--- config.mk ---
export PLATFORM = sky130hd
export DESIGN_NAME = pgc_ctrl_reg
export DESIGN_NICKNAME = d
export VERILOG_FILES = /design/src/rtl/pgc_pkg.sv /design/src/rtl/pgc_sleep_ctl.sv /design/src/rtl/pgc_arm_bit.sv /design/src/rtl/pgc_gate_en.sv /design/src/rtl/pgc_ctrl_reg.sv
export SDC_FILE = /design/constraint.sdc
export NUM_CORES = 1
export LEC_CHECK = 0
export ABC_CLOCK_PERIOD_IN_PS = 2400
export BUFFER_PORTS_ARGS = -buffer_cell sky130_fd_sc_hd__buf_2
export CORE_AREA = 2 2 50 52
export DETAILED_ROUTE_END_ITERATION = 10
export DIE_AREA = 0 0 52 54
export PLACE_DENSITY = 0.94
export SYNTH_ARGS = -nofsm -noshare
export SYNTH_HDL_FRONTEND = slang
export SYNTH_HIERARCHICAL = 1
export SYNTH_SLANG_ARGS = --single-unit
--- constraint.sdc ---
create_clock -name clk -period 2.4 [get_ports clk]
set_input_delay 0.24 -clock clk [delete_from_list [all_inputs] [get_ports clk]]
set_output_delay 0.24 -clock clk [all_outputs]
set_load 0.005 [all_outputs]
--- src/rtl/pgc_pkg.sv ---
package pgc_pkg;
    localparam int DATA_W     = 32;
    localparam int CTRL_LANE  = 3;
    localparam int PM_LSB     = 29;
    localparam int SLEEP_BIT  = 28;
    localparam int AWAKE_BIT  = 27;
    localparam int LED_BIT    = 26;
    localparam int DIS_LSB    = 24;
    localparam int N_GATES    = 2;

    typedef logic [1:0] pm_t;
    localparam pm_t PM_ON = 2'b00;

    typedef struct packed {
        pm_t                pm;
        logic               sleep;
        logic               awake;
        logic               led;
        logic [N_GATES-1:0] dis;   // [1] whole unit, [0] sub-unit
    } ctrl_t;

    function automatic logic [DATA_W-1:0] pack_ctrl(input ctrl_t c);
        logic [DATA_W-1:0] v;
        v = '0;
        v[PM_LSB +: 2]        = c.pm;
        v[SLEEP_BIT]          = c.sleep;
        v[AWAKE_BIT]          = c.awake;
        v[LED_BIT]            = c.led;
        v[DIS_LSB +: N_GATES] = c.dis;
        return v;
    endfunction
endpackage

--- src/rtl/pgc_sleep_ctl.sv ---
module pgc_sleep_ctl
    import pgc_pkg::*;
(
    input  logic clk,
    input  logic rst,
    input  logic lane_wr,
    input  logic wr_sleep,
    input  pm_t  wr_pm,
    input  pm_t  cur_pm,
    input  logic auto_wake,
    input  logic wake_evt,
    input  logic pme_evt,
    output logic sleep_q
);
    logic wake_any;
    logic mode_change;
    logic past_ok;

    assign wake_any    = wake_evt | (pme_evt & auto_wake);
    assign mode_change = (wr_pm != cur_pm);

    always_ff @(posedge clk) begin
        if (rst)             sleep_q <= 1'b0;
        else if (wake_any)   sleep_q <= 1'b0;
        else if (lane_wr) begin
            if (!(wr_sleep && mode_change))
                sleep_q <= wr_sleep;
        end
    end

    always_ff @(posedge clk) begin
        if (rst) past_ok <= 1'b0;
        else     past_ok <= 1'b1;
    end

    // a wake ends sleep on the next edge
    a_r5_wake_clears: assert property (@(posedge clk) disable iff (rst)
        past_ok && $past(wake_any) |-> !sleep_q);

    // a refused request leaves the sleep bit as it was
    a_r4_reject_keeps: assert property (@(posedge clk) disable iff (rst)
        (lane_wr && wr_sleep && mode_change && !wake_any) |=> (sleep_q == $past(sleep_q)));
endmodule

--- src/rtl/pgc_arm_bit.sv ---
module pgc_arm_bit (
    input  logic clk,
    input  logic rst,
    input  logic lane_wr,
    input  logic wbit,
    output logic dis_q
);
    logic armed_q;

    always_ff @(posedge clk) begin
        if (rst) begin
            dis_q   <= 1'b0;
            armed_q <= 1'b0;
        end else if (lane_wr) begin
            if (!wbit) begin
                dis_q   <= 1'b0;
                armed_q <= 1'b0;
            end else if (armed_q) begin
                dis_q   <= 1'b1;
                armed_q <= 1'b0;
            end else begin
                armed_q <= 1'b1;
            end
        end
    end

    // the disable bit only rises after an armed state
    a_r8_needs_arm: assert property (@(posedge clk) disable iff (rst)
        $rose(dis_q) |-> $past(armed_q));

    // without a lane write the arming state holds
    a_r9_arm_hold: assert property (@(posedge clk) disable iff (rst)
        !lane_wr |=> $stable(armed_q) && $stable(dis_q));
endmodule

--- src/rtl/pgc_gate_en.sv ---
module pgc_gate_en #(
    parameter int N = 2
) (
    input  logic         clk,
    input  logic         rst,
    input  logic [N-1:0] dis,
    output logic [N-1:0] en_q
);
    logic past_ok;

    always_ff @(posedge clk) begin
        if (rst) en_q <= '1;
        else     en_q <= ~dis;
    end

    always_ff @(posedge clk) begin
        if (rst) past_ok <= 1'b0;
        else     past_ok <= 1'b1;
    end

    // enables follow the disable bits one edge later
    a_r10_en_lag: assert property (@(posedge clk) disable iff (rst)
        past_ok |-> (en_q == ~$past(dis)));
endmodule

--- src/rtl/pgc_ctrl_reg.sv ---
module pgc_ctrl_reg
    import pgc_pkg::*;
#(
    parameter int                ADDR_W   = 8,
    parameter logic [ADDR_W-1:0] REG_ADDR = 8'h40
) (
    input  logic              clk,
    input  logic              rst,
    input  logic [ADDR_W-1:0] bus_addr,
    input  logic              bus_we,
    input  logic [3:0]        bus_be,
    input  logic [31:0]       bus_wdata,
    output logic [31:0]       bus_rdata,
    input  logic              wake_evt,
    input  logic              pme_evt,
    output logic              sleep_req,
    output logic [1:0]        pm_mode,
    output logic              led_off,
    output logic              clk_en_unit,
    output logic              clk_en_sub
);
    localparam int NBYTES = DATA_W / 8;

    logic               hit;
    logic               lane_wr;
    ctrl_t              cr;
    logic [N_GATES-1:0] dis_bits;
    logic [N_GATES-1:0] en_bits;
    logic [NBYTES-1:0]  be_full;

    assign be_full = bus_be;
    assign hit     = (bus_addr == REG_ADDR);
    assign lane_wr = bus_we && hit && be_full[CTRL_LANE];

    always_ff @(posedge clk) begin
        if (rst) begin
            cr.pm    <= PM_ON;
            cr.awake <= 1'b0;
            cr.led   <= 1'b0;
        end else if (lane_wr) begin
            cr.pm    <= bus_wdata[PM_LSB +: 2];
            cr.awake <= bus_wdata[AWAKE_BIT];
            cr.led   <= bus_wdata[LED_BIT];
        end
    end

    pgc_sleep_ctl u_sleep (
        .clk       (clk),
        .rst       (rst),
        .lane_wr   (lane_wr),
        .wr_sleep  (bus_wdata[SLEEP_BIT]),
        .wr_pm     (bus_wdata[PM_LSB +: 2]),
        .cur_pm    (cr.pm),
        .auto_wake (cr.awake),
        .wake_evt  (wake_evt),
        .pme_evt   (pme_evt),
        .sleep_q   (cr.sleep)
    );

    for (genvar g = 0; g < N_GATES; g++) begin : g_arm
        pgc_arm_bit u_arm (
            .clk     (clk),
            .rst     (rst),
            .lane_wr (lane_wr),
            .wbit    (bus_wdata[DIS_LSB + g]),
            .dis_q   (dis_bits[g])
        );
    end
    assign cr.dis = dis_bits;

    pgc_gate_en #(.N(N_GATES)) u_gate (
        .clk  (clk),
        .rst  (rst),
        .dis  (dis_bits),
        .en_q (en_bits)
    );

    assign bus_rdata   = hit ? pack_ctrl(cr) : '0;
    assign sleep_req   = cr.sleep;
    assign pm_mode     = cr.pm;
    assign led_off     = cr.led;
    assign clk_en_unit = en_bits[1];
    assign clk_en_sub  = en_bits[0];

    // the mode only moves on a lane write
    a_r2_pm_hold: assert property (@(posedge clk) disable iff (rst)
        !lane_wr |=> $stable(pm_mode) && $stable(led_off));

    // other addresses read as zero
    a_r11_miss_zero: assert property (@(posedge clk) disable iff (rst)
        !hit |-> bus_rdata == 32'h0);
endmodule

Word level (Yosys, flattened, before mapping):

Cells that the tools add are included.

* $add $sub $neg: 0
* $mul: 0
* divide/modulo/power cells: 0
* $lt $le $gt $ge: 0
* equal/unequal tests: 4
* shift-type cells: 0
* muxes and demuxes: 9
* bitwise operators: 4
* reductions and logical operators: 7

Operators with widths (count)
* 31-bit two-way mux: 1
* 8-bit by 7-bit == test with 1-bit output, second input constant: 1
* 1-bit two-way mux: 8
* 2-bit AND reduction: 3
* 2-bit by 1-bit inequality test with 1-bit output, second input constant: 2
* 1-bit logical AND: 3
* 2-bit inequality test: 1
* 2-bit inverter: 1
* 2-bit OR reduction: 1
* 1-bit AND: 1
* 1-bit inverter: 1
* 1-bit bitwise OR: 1

* flip-flop bits (word level): 11
* latch bits: 0
* bits in writable memories: 0
* ROM bits: 0
* input port bits: 49
* word-level logic and storage cells: 33
* memories kept: 0

Logic depth before layout (Yosys ltp):

Gate-level depths: netlist of the first run.

* depth after elaboration: 4
* mapped depth: 6
* depth with buffers taken out: 5

Hierarchy:

Netlist of the first run, hierarchy kept.

By module, submodules not included
* pgc_ctrl_reg: instances 1, cells each 55, area each 494.2 sq um, seq. area each 80.1 sq um
* pgc_arm_bit: instances 2, cells each 8, area each 83.8 sq um, seq. area each 40.0 sq um
* pgc_sleep_ctl: instances 1, cells each 8, area each 68.8 sq um, seq. area each 20.0 sq um
* pgc_gate_en: instances 1, cells each 4, area each 52.6 sq um, seq. area each 40.0 sq um

Least setup slack after synthesis of the first run:

OpenSTA, ideal clock, no wires.

* path kind: input port to flip-flop
* start point: in bus_addr[7]
* end point: reg g_arm[0].u_arm.dis_q
* setup time: 116 ps
* data arrival time: 1162 ps
* required time: 2284 ps
* setup slack: 1122 ps
* stages on the path: 5
* path through: nor4b_4 -> and4_1 -> buf_6 -> nor2b_1 -> nor3_2

* cells in the longest elaborated chain, start to end: 4

Ends and longest elaborated chain
* start: declaration: line pgc_ctrl_reg.sv:9 `input logic [ADDR_W-1:0] bus_addr,`
* 8-bit by 7-bit == test with 1-bit output: line pgc_ctrl_reg.sv:32 `assign hit = (bus_addr == REG_ADDR);`
* 1-bit logical AND (2 in series): line pgc_ctrl_reg.sv:33 `assign lane_wr = bus_we && hit && be_full[CTRL_LANE];`
* named net lane_wr: line pgc_ctrl_reg.sv:25 `logic lane_wr;`
* 2-bit AND reduction (no source line)
* end signal: assignment: line pgc_arm_bit.sv:12 `dis_q <= 1'b0;`
* end signal: assignment: line pgc_arm_bit.sv:16 `dis_q <= 1'b0;`
* end signal: assignment: line pgc_arm_bit.sv:19 `dis_q <= 1'b1;`
* end: declaration: line pgc_arm_bit.sv:6 `output logic dis_q`

The timed path passes the listed nets, and every way through them passes these cells.
A chain may end at the register's enable or synchronous reset.

Worst setup path in the final report of the first run:

* start point: in bus_addr[7]
* end point: reg g_arm[0].u_arm.dis_q

* cells in the longest elaborated chain, start to end: 4

Ends and longest elaborated chain (line)
* 8-bit by 7-bit == test with 1-bit output: pgc_ctrl_reg.sv:32
* 1-bit logical AND (2 in series): pgc_ctrl_reg.sv:33
* 2-bit AND reduction (no source line)

Every way passes these cells.

==> summary.txt, run 1 <==
Placed design
  – Buffers added on ports: 33
  – Pre-CTS WS: 0.584 ns
  – Gpl congestion: 0.666
  – Placed Instances: ~140
  – Post-DP HPWL: 1150 um

Global routing
  – Initial antenna violation count: 0
  – Overflow after GRT: 0
  – Vias in the first global route: 511
  – Pin count of the biggest net entering global routing: 16
  – Overall routing resource usage: 10.6%
  – First-pass GRT wire length: 2130 um

Detailed routing
  – Initial DRT Pass Iterations: 4
  – Post-route DRC: 0
  – WL final: 1400 um
  – DR vias: 578
  – Initial drt markers: 1
  – Routed Antenna Nets: 0
  – Routed len/inst: around 9.6 um
  – Vias/cell: 3.96

Worst setup path
  – Crit path cell chain: buf_2 > nor4b_4 > and4_1 > nor2b_1 > nor3_2
  – Startpoint Class: primary input
  – Kind of end point of the critical path: register
  – CP arrival: 1.69 ns
  – Worst Path Required: 2.54 ns
  – Worst path slowest cell: and4_1
  – CP Buf/Inv Count: 1
  – Critical path's largest stage delay: between 0.5 and 0.6 ns
  – CP top delay family: simple AND/OR/NAND/NOR gates
  – Worst-path maximum fanout: 14
  – Kind of critical path: in2reg

Power and ir drop
  – Max VDD drop: roughly 0.15 mV
  – Leakage Power: approximately 0.43 nW
  – Power Density: 393 nW/um^2

Floorplanning
  – Die Wd: 52 um
  – Starting Density: between 30% and 40%
  – IO Pins: 87
  – Core Footprint: 2320 sq um
  – Die area: between 2000 and 3000 sq um
  – Die Ht: 54 um
  – # rows: 18

Timing
  – Tcrit/Tclk final: between 60% and 70%
  – Final hold viol count: 0
  – Setup violators final: 0
  – Final Skew: 0.00270 ns
  – Post-route worst setup slack: between 0.8 and 0.9 ns
  – Tmin final: about 1.5 ns
  – Worst Tran Pin Value: a little over 0.5 ns
  – Max-slew violations: 0
  – RSZ-0062 raised after global routing: false
  – Fmax: 648 MHz
  – Slew Limit Headroom: 66.4%
  – Worst hold slack: 0.230 ns
  – TNS Setup: 0 ns

Flow run
  – Max Cap Viol: 0

Synthesis
  – Area fraction of the dominant cell type after synthesis: 28.1%
  – Post-synthesis sequential area ratio: 28.1%
  – Yosys top cell by area: dfxtp_1
  – Post-Syn Area: roughly 800 sq um
  – Syn Area/Cell: 9.44 sq um
  – Ys Warns: 6
  – Post-synthesis cell count: slightly above 80
  – Synthesis-stage register bit count: 11
  – Yosys cell types: 21
  – Area contributors post-synth: dfxtp_1, buf_4, nand2b_1, and3_2, mux2i_1

Clock tree
  – Worst-case clock buffer depth: 2
  – # hold bufs at CTS: 0
  – Cts bufs inserted: 3
  – Clock Root Buffer: clkbuf_4
  – TritonCTS clock tree: yes
  – Clock sinks: 11
  – Clock Pin Slew Worst Setup and Hold Paths: 0.07 ns
  – H-tree depth: 1
  – Post-cts resize count: 0
  – Post-CTS Setup Inserts: 0
  – Skew-Pair Late Insertion Delay: 0.26 ns

Cells and area
  – Non-Filler Instances: between 100 and 150
  – Layout cells sized above 1: 43.1%
  – Fin nets: 166
  – Diodes inserted: 0
  – P&R area growth vs syn: 13.4%
  – Post-layout util: about two fifths

Outcome
  – Run status: completed

Hold path
  – HP Class: in2reg
where the power goes:
group	internal (mW)	total [mW]	switching (mW)	leakage [nW]
Clock	0.0642	0.122	0.0582	0.0150
Sequential	0.182	0.183	0.0000572	0.0886
Combinational	0.0189	0.0440	0.0250	0.328
synthesized netlist by cell type (all sizes together):
master  instances
a21oi           4
a31oi           1
o21ai           1
and4            1
buf            28
nor2            1
xnor2           2
nor4b           1
conb            1
and3            7
mux2i           4
nor3            2
nor2b           2
nor4            1
nand2b         12
a211oi          1
nand3b          2
dfxtp          11
inv             1
area by class of cell:
cell class / instances / area, sq um
sequential: 11 / 220
clock buffer: 4 / 26.3
multi-input combinational: 67 / 435
fill: 265 / 1430
timing repair buffer: 33 / 165
tap: 30 / 37.5
inverter: 1 / 3.75
registers in the layout, summed over array words and instances, names as in the netlist:
name,flops
u_sleep/sleep_q,1
cr,1
led_off,1
g_arm.u_arm/armed_q,2
g_arm.u_arm/dis_q,2
u_gate/en_q,2
pm_mode,2
worst reg2reg max path: stages (launching register included):
cell and delay [ns]:
dfxtp_1 0.34, xnor2_1 0.13, a31oi_1 0.16, nor2_1 0.05
layout by cell type (no fill, tap or decap), drive strengths merged:
cell    count
a211oi      1
a21oi       4
a31oi       1
and3        7
and4        1
buf        33
clkbuf      4
conb       25
dfxtp      11
inv         1
mux2i       4
nand2b     12
nand3b      2
nor2        1
nor2b       2
nor3        2
nor4        1
nor4b       1
o21ai       1
xnor2       2
stage by stage:
step / power (mW) / area [sq um]
floorplan: 0.235 / 873
global placement: 0.230 / 862
detailed placement: 0.230 / 862
CTS: 0.354 / 888
global route: 0.374 / 888
finish: 0.349 / 888
cells by family after synthesis:
| logic type | after synthesis | share of synthesized area, % |
|---|---|---|
| AND/OR/NAND/NOR | 29 | 29.7 |
| buffers and inverters | 29 | 27.8 |
| AO/OA/AOI/OAI | 7 | 6.55 |
| XOR/XNOR | 2 | 2.24 |
| other | 1 | 0.479 |
| flip-flops | 11 | 28.1 |
| multiplexers | 4 | 5.11 |
final timing paths:
path | start | to | slack [ns] | cells past startpoint
setup / recovery | bus_addr[7] | g_arm[0].u_arm/dis_q | 0.86 | 5
hold / removal | bus_wdata[28] | u_sleep/sleep_q | 0.23 | 3
setup reg to reg | pm_mode[1] | u_sleep/sleep_q | 1.63 | 3
hold reg to reg | g_arm[1].u_arm/dis_q | u_gate/en_q[1] | 0.41 | 1
per-layer routing:
layer / track usage (%) / vias to the layer above / routed length (um)
met4: 5.26 / 0 / 15
met2: 18.6 / 36 / 645
met5: 0 / - / 0
met1: 10.8 / 251 / 551
met3: 4.44 / 2 / 186
li1: - / 289 / -
Note: power is estimated with default switching activity, not from simulation.
==> run 2, diff against run 1 <==
--- a/config.mk
+++ b/config.mk
@@ -5,12 +5,13 @@
 export SDC_FILE = /design/constraint.sdc
 export NUM_CORES = 1
 export LEC_CHECK = 0
-export ABC_CLOCK_PERIOD_IN_PS = 2400
+export ABC_AREA = 1
+export ABC_CLOCK_PERIOD_IN_PS = 1200
 export BUFFER_PORTS_ARGS = -buffer_cell sky130_fd_sc_hd__buf_2
-export CORE_AREA = 2 2 50 52
+export CORE_AREA = 2 2 55 57
 export DETAILED_ROUTE_END_ITERATION = 10
-export DIE_AREA = 0 0 52 54
-export PLACE_DENSITY = 0.94
+export DIE_AREA = 0 0 57 59
+export PLACE_DENSITY = 0.85
 export SYNTH_ARGS = -nofsm -noshare
 export SYNTH_HDL_FRONTEND = slang
 export SYNTH_HIERARCHICAL = 1
==> constraint.sdc (replaced) <==
create_clock -name clk -period 1.2 [get_ports clk]
set_input_delay 0.12 -clock clk [delete_from_list [all_inputs] [get_ports clk]]
set_output_delay 0.12 -clock clk [all_outputs]
set_load 0.005 [all_outputs]
==> summary.txt, run 2 <==
Clock tree
  – Clock sinks: 11 (unchanged)
  – # hold bufs at CTS: 0 (unchanged)
  – Skew-Pair Late Insertion Delay: 0.26 ns (about the same)
  – Post-cts resize count: 0 (unchanged)
  – Worst-case clock buffer depth: 2 (unchanged)
  – Clock Root Buffer: clkbuf_4 (unchanged)
  – Clock Pin Slew Worst Setup and Hold Paths: 0.08 ns (was 0.07 ns)
  – Cts bufs inserted: 3 (unchanged)
  – Post-CTS Setup Inserts: 0 (unchanged)
  – TritonCTS clock tree: yes (unchanged)
  – H-tree depth: 1 (unchanged)

Worst setup path
  – Worst Path Required: 1.08 ns (was 2.54 ns)
  – Kind of critical path: in2out (was in2reg)
  – CP arrival: 0.93 ns (was 1.69 ns)
  – Crit path cell chain: buf_2 > nor2_1 > nand2_1 > nor2_4 > inv_2 > buf_4 > nor2_1 > buf_2 (was buf_2 > nor4b_4 > and4_1 > nor2b_1 > nor3_2)
  – CP Buf/Inv Count: 4 (was 1)
  – Worst path slowest cell: buf_4 (was and4_1)
  – CP top delay family: buffers and inverters (was simple AND/OR/NAND/NOR gates)
  – Critical path's largest stage delay: 0.15 ns (was 0.59 ns)
  – Worst-path maximum fanout: 7 (was 14)
  – Kind of end point of the critical path: output port (was register)
  – Startpoint Class: primary input (unchanged)

Timing
  – Fmax: 950 MHz
  – Setup violators final: 0 (unchanged)
  – Final hold viol count: 0 (unchanged)
  – Tmin final: 1.05 ns
  – TNS Setup: 0 ns (unchanged)
  – Tcrit/Tclk final: 87.7%
  – RSZ-0062 raised after global routing: false (unchanged)
  – Post-route worst setup slack: 0.147 ns (was 0.858 ns)
  – Final Skew: 0.00392 ns (was 0.00270 ns)
  – Max-slew violations: 0 (unchanged)

Synthesis
  – Area fraction of the dominant cell type after synthesis: 26.7% (was 28.1%)
  – Post-Syn Area: 825 sq um (was 783 sq um)
  – Yosys top cell by area: dfxtp_1 (unchanged)
  – Most common cell in the netlist: inv_1 (was buf_4)
  – Most used DFF post-synth: dfxtp_1 (unchanged)
  – Asr flop ratio synth: 0% (unchanged)
  – Syn Area/Cell: 6.11 sq um (was 9.44 sq um)
  – Post-synthesis sequential area ratio: 26.7% (was 28.1%)
  – Synthesis-stage register bit count: 11 (unchanged)
  – Ys Warns: 6 (unchanged)
  – Post-synthesis cell count: 135 (was 83)
  – Top cell types by occurrence after synthesis: inv_1, buf_4, nand2_1, nor2_1, dfxtp_1 (was buf_4, nand2b_1, dfxtp_1, and3_2, mux2i_1)
  – Yosys cell types: 13 (was 21)
  – Area contributors post-synth: dfxtp_1, buf_4, inv_1, nand2_1, nor2_1 (was dfxtp_1, buf_4, nand2b_1, and3_2, mux2i_1)
  – EDFF count, synth: 0 (unchanged)

Power and ir drop
  – Leakage Power: 0.527 nW (was 0.431 nW)
  – Max VDD drop: 0.443 mV (was 0.150 mV)
  – Power Density: 723 nW/um^2 (was 393 nW/um^2)
  – Total power: 706 uW (was 349 uW)

Floorplanning
  – Starting Density: 30.4% (was 33.8%)
  – Core Footprint: 2710 sq um (was 2320 sq um)
  – IO Pins: 87 (unchanged)
  – # rows: 19 (was 18)
  – Die Ht: 59 um (was 54 um)
  – Die area: 3360 sq um (was 2810 sq um)
  – Die Wd: 57 um (was 52 um)

Hold path
  – HP Class: in2reg (unchanged)

Global routing
  – Vias in the first global route: 721 (was 511)
  – Initial antenna violation count: 0 (unchanged)
  – Pin count of the biggest net entering global routing: 9 (was 16)
  – Overflow after GRT: 0 (unchanged)
  – Overall routing resource usage: 9.88% (was 10.6%)
  – First-pass GRT wire length: 2670 um (was 2130 um)

Detailed routing
  – Routed len/inst: 7.51 um (was 9.58 um)
  – Initial DRT Pass Iterations: 4 (unchanged)
  – Routed Antenna Nets: 0 (unchanged)
  – DR vias: 770 (was 578)
  – Initial drt markers: 27 (was 1)
  – Post-route DRC: 0 (unchanged)
  – Vias/cell: 3.77 (was 3.96)
  – WL final: 1530 um (was 1400 um)

Cells and area
  – Post-layout util: 36.0% (was 38.3%)
  – Commonest non-fill, non-tap cell in the layout: buf_2 (unchanged)
  – Layout cells sized above 1: 27.2% (was 43.1%)
  – P&R area growth vs syn: 18.4% (was 13.4%)
  – Post-route cell area: 976 sq um (was 888 sq um)
  – Fin nets: 223 (was 166)
  – Highest-count cells in the layout ignoring fill and taps: buf_2, inv_1, nand2_1, conb_1, nor2_1 (was buf_2, conb_1, nand2b_1, dfxtp_1, and3_2)
  – Diodes inserted: 0 (unchanged)

Placed design
  – Post-DP HPWL: 1320 um (was 1150 um)
  – Gpl congestion: 0.767 (was 0.666)
  – Buffers added on ports: 33 (unchanged)
  – Post-DP Area: 948 sq um (was 862 sq um)
  – Pre-CTS WS: 0.0248 ns (was 0.584 ns)

Flow run
  – Max Cap Viol: 0 (unchanged)

Outcome
  – Run status: completed (unchanged)
run 2: logic make-up (layout without fill, tap and decap cells):
logic type             count (synthesis)  after routing  share of synthesized area (%)
AND/OR/NAND/NOR                       58             58                           29.3
buffers and inverters                 56             70                           37.8
flip-flops                            11             11                           26.7
AO/OA/AOI/OAI                          9              9                           5.77
other                                  1             25                          0.455
run 2: where the power goes:
| part | switching (mW) | internal [mW] | leakage (nW) |
|---|---|---|---|
| clock network | 0.124 | 0.123 | 0.0177 |
| registers | 0.000204 | 0.365 | 0.0886 |
| logic | 0.0582 | 0.0354 | 0.421 |
| total | 0.183 | 0.523 | 0.527 |
run 2: final cells by class:
class	count	area (sq um)
fillers	313	1730
multi-input cells	92	385
flip-flops and latches	11	220
repair buffers	37	195
inverters	29	109
well taps	31	38.8
clock buffers	3	22.5
clock inverters	1	5.00
run 2: metal layers:
metal / up-vias / GRT usage (%) / routed length, um
met5: - / 0 / 0
met4: 0 / 4.32 / 0
met3: 0 / 2.18 / 129
met2: 35 / 18.1 / 750
met1: 317 / 11.0 / 653
li1: 418 / - / -
run 2: path summary, 6_finish.rpt:
check                                     startpoint              end  cells past startpoint  slack [ns]
worst min-delay path                        wake_evt  u_sleep/sleep_q                      4        0.13
worst max register to register            pm_mode[1]  u_sleep/sleep_q                      4        0.31
worst min register to register  g_arm[1].u_arm/dis_q   u_gate/en_q[1]                      1        0.41
worst max-delay path                     bus_addr[5]    bus_rdata[27]                      8        0.15
run 2: through the flow:
stage                     cells  hold WS (ns)
after detailed placement    200         0.393
after CTS                   204         0.118
final                       204         0.126
after floorplan             159         0.217
after global placement      200         0.392
after global routing        204         0.126
run 2: worst register-to-register path, stage by stage (launching register included):
cell and delay [ns]:
dfxtp_1 0.38, inv_1 0.06, or2_0 0.20, nand3_1 0.09, a21oi_1 0.06
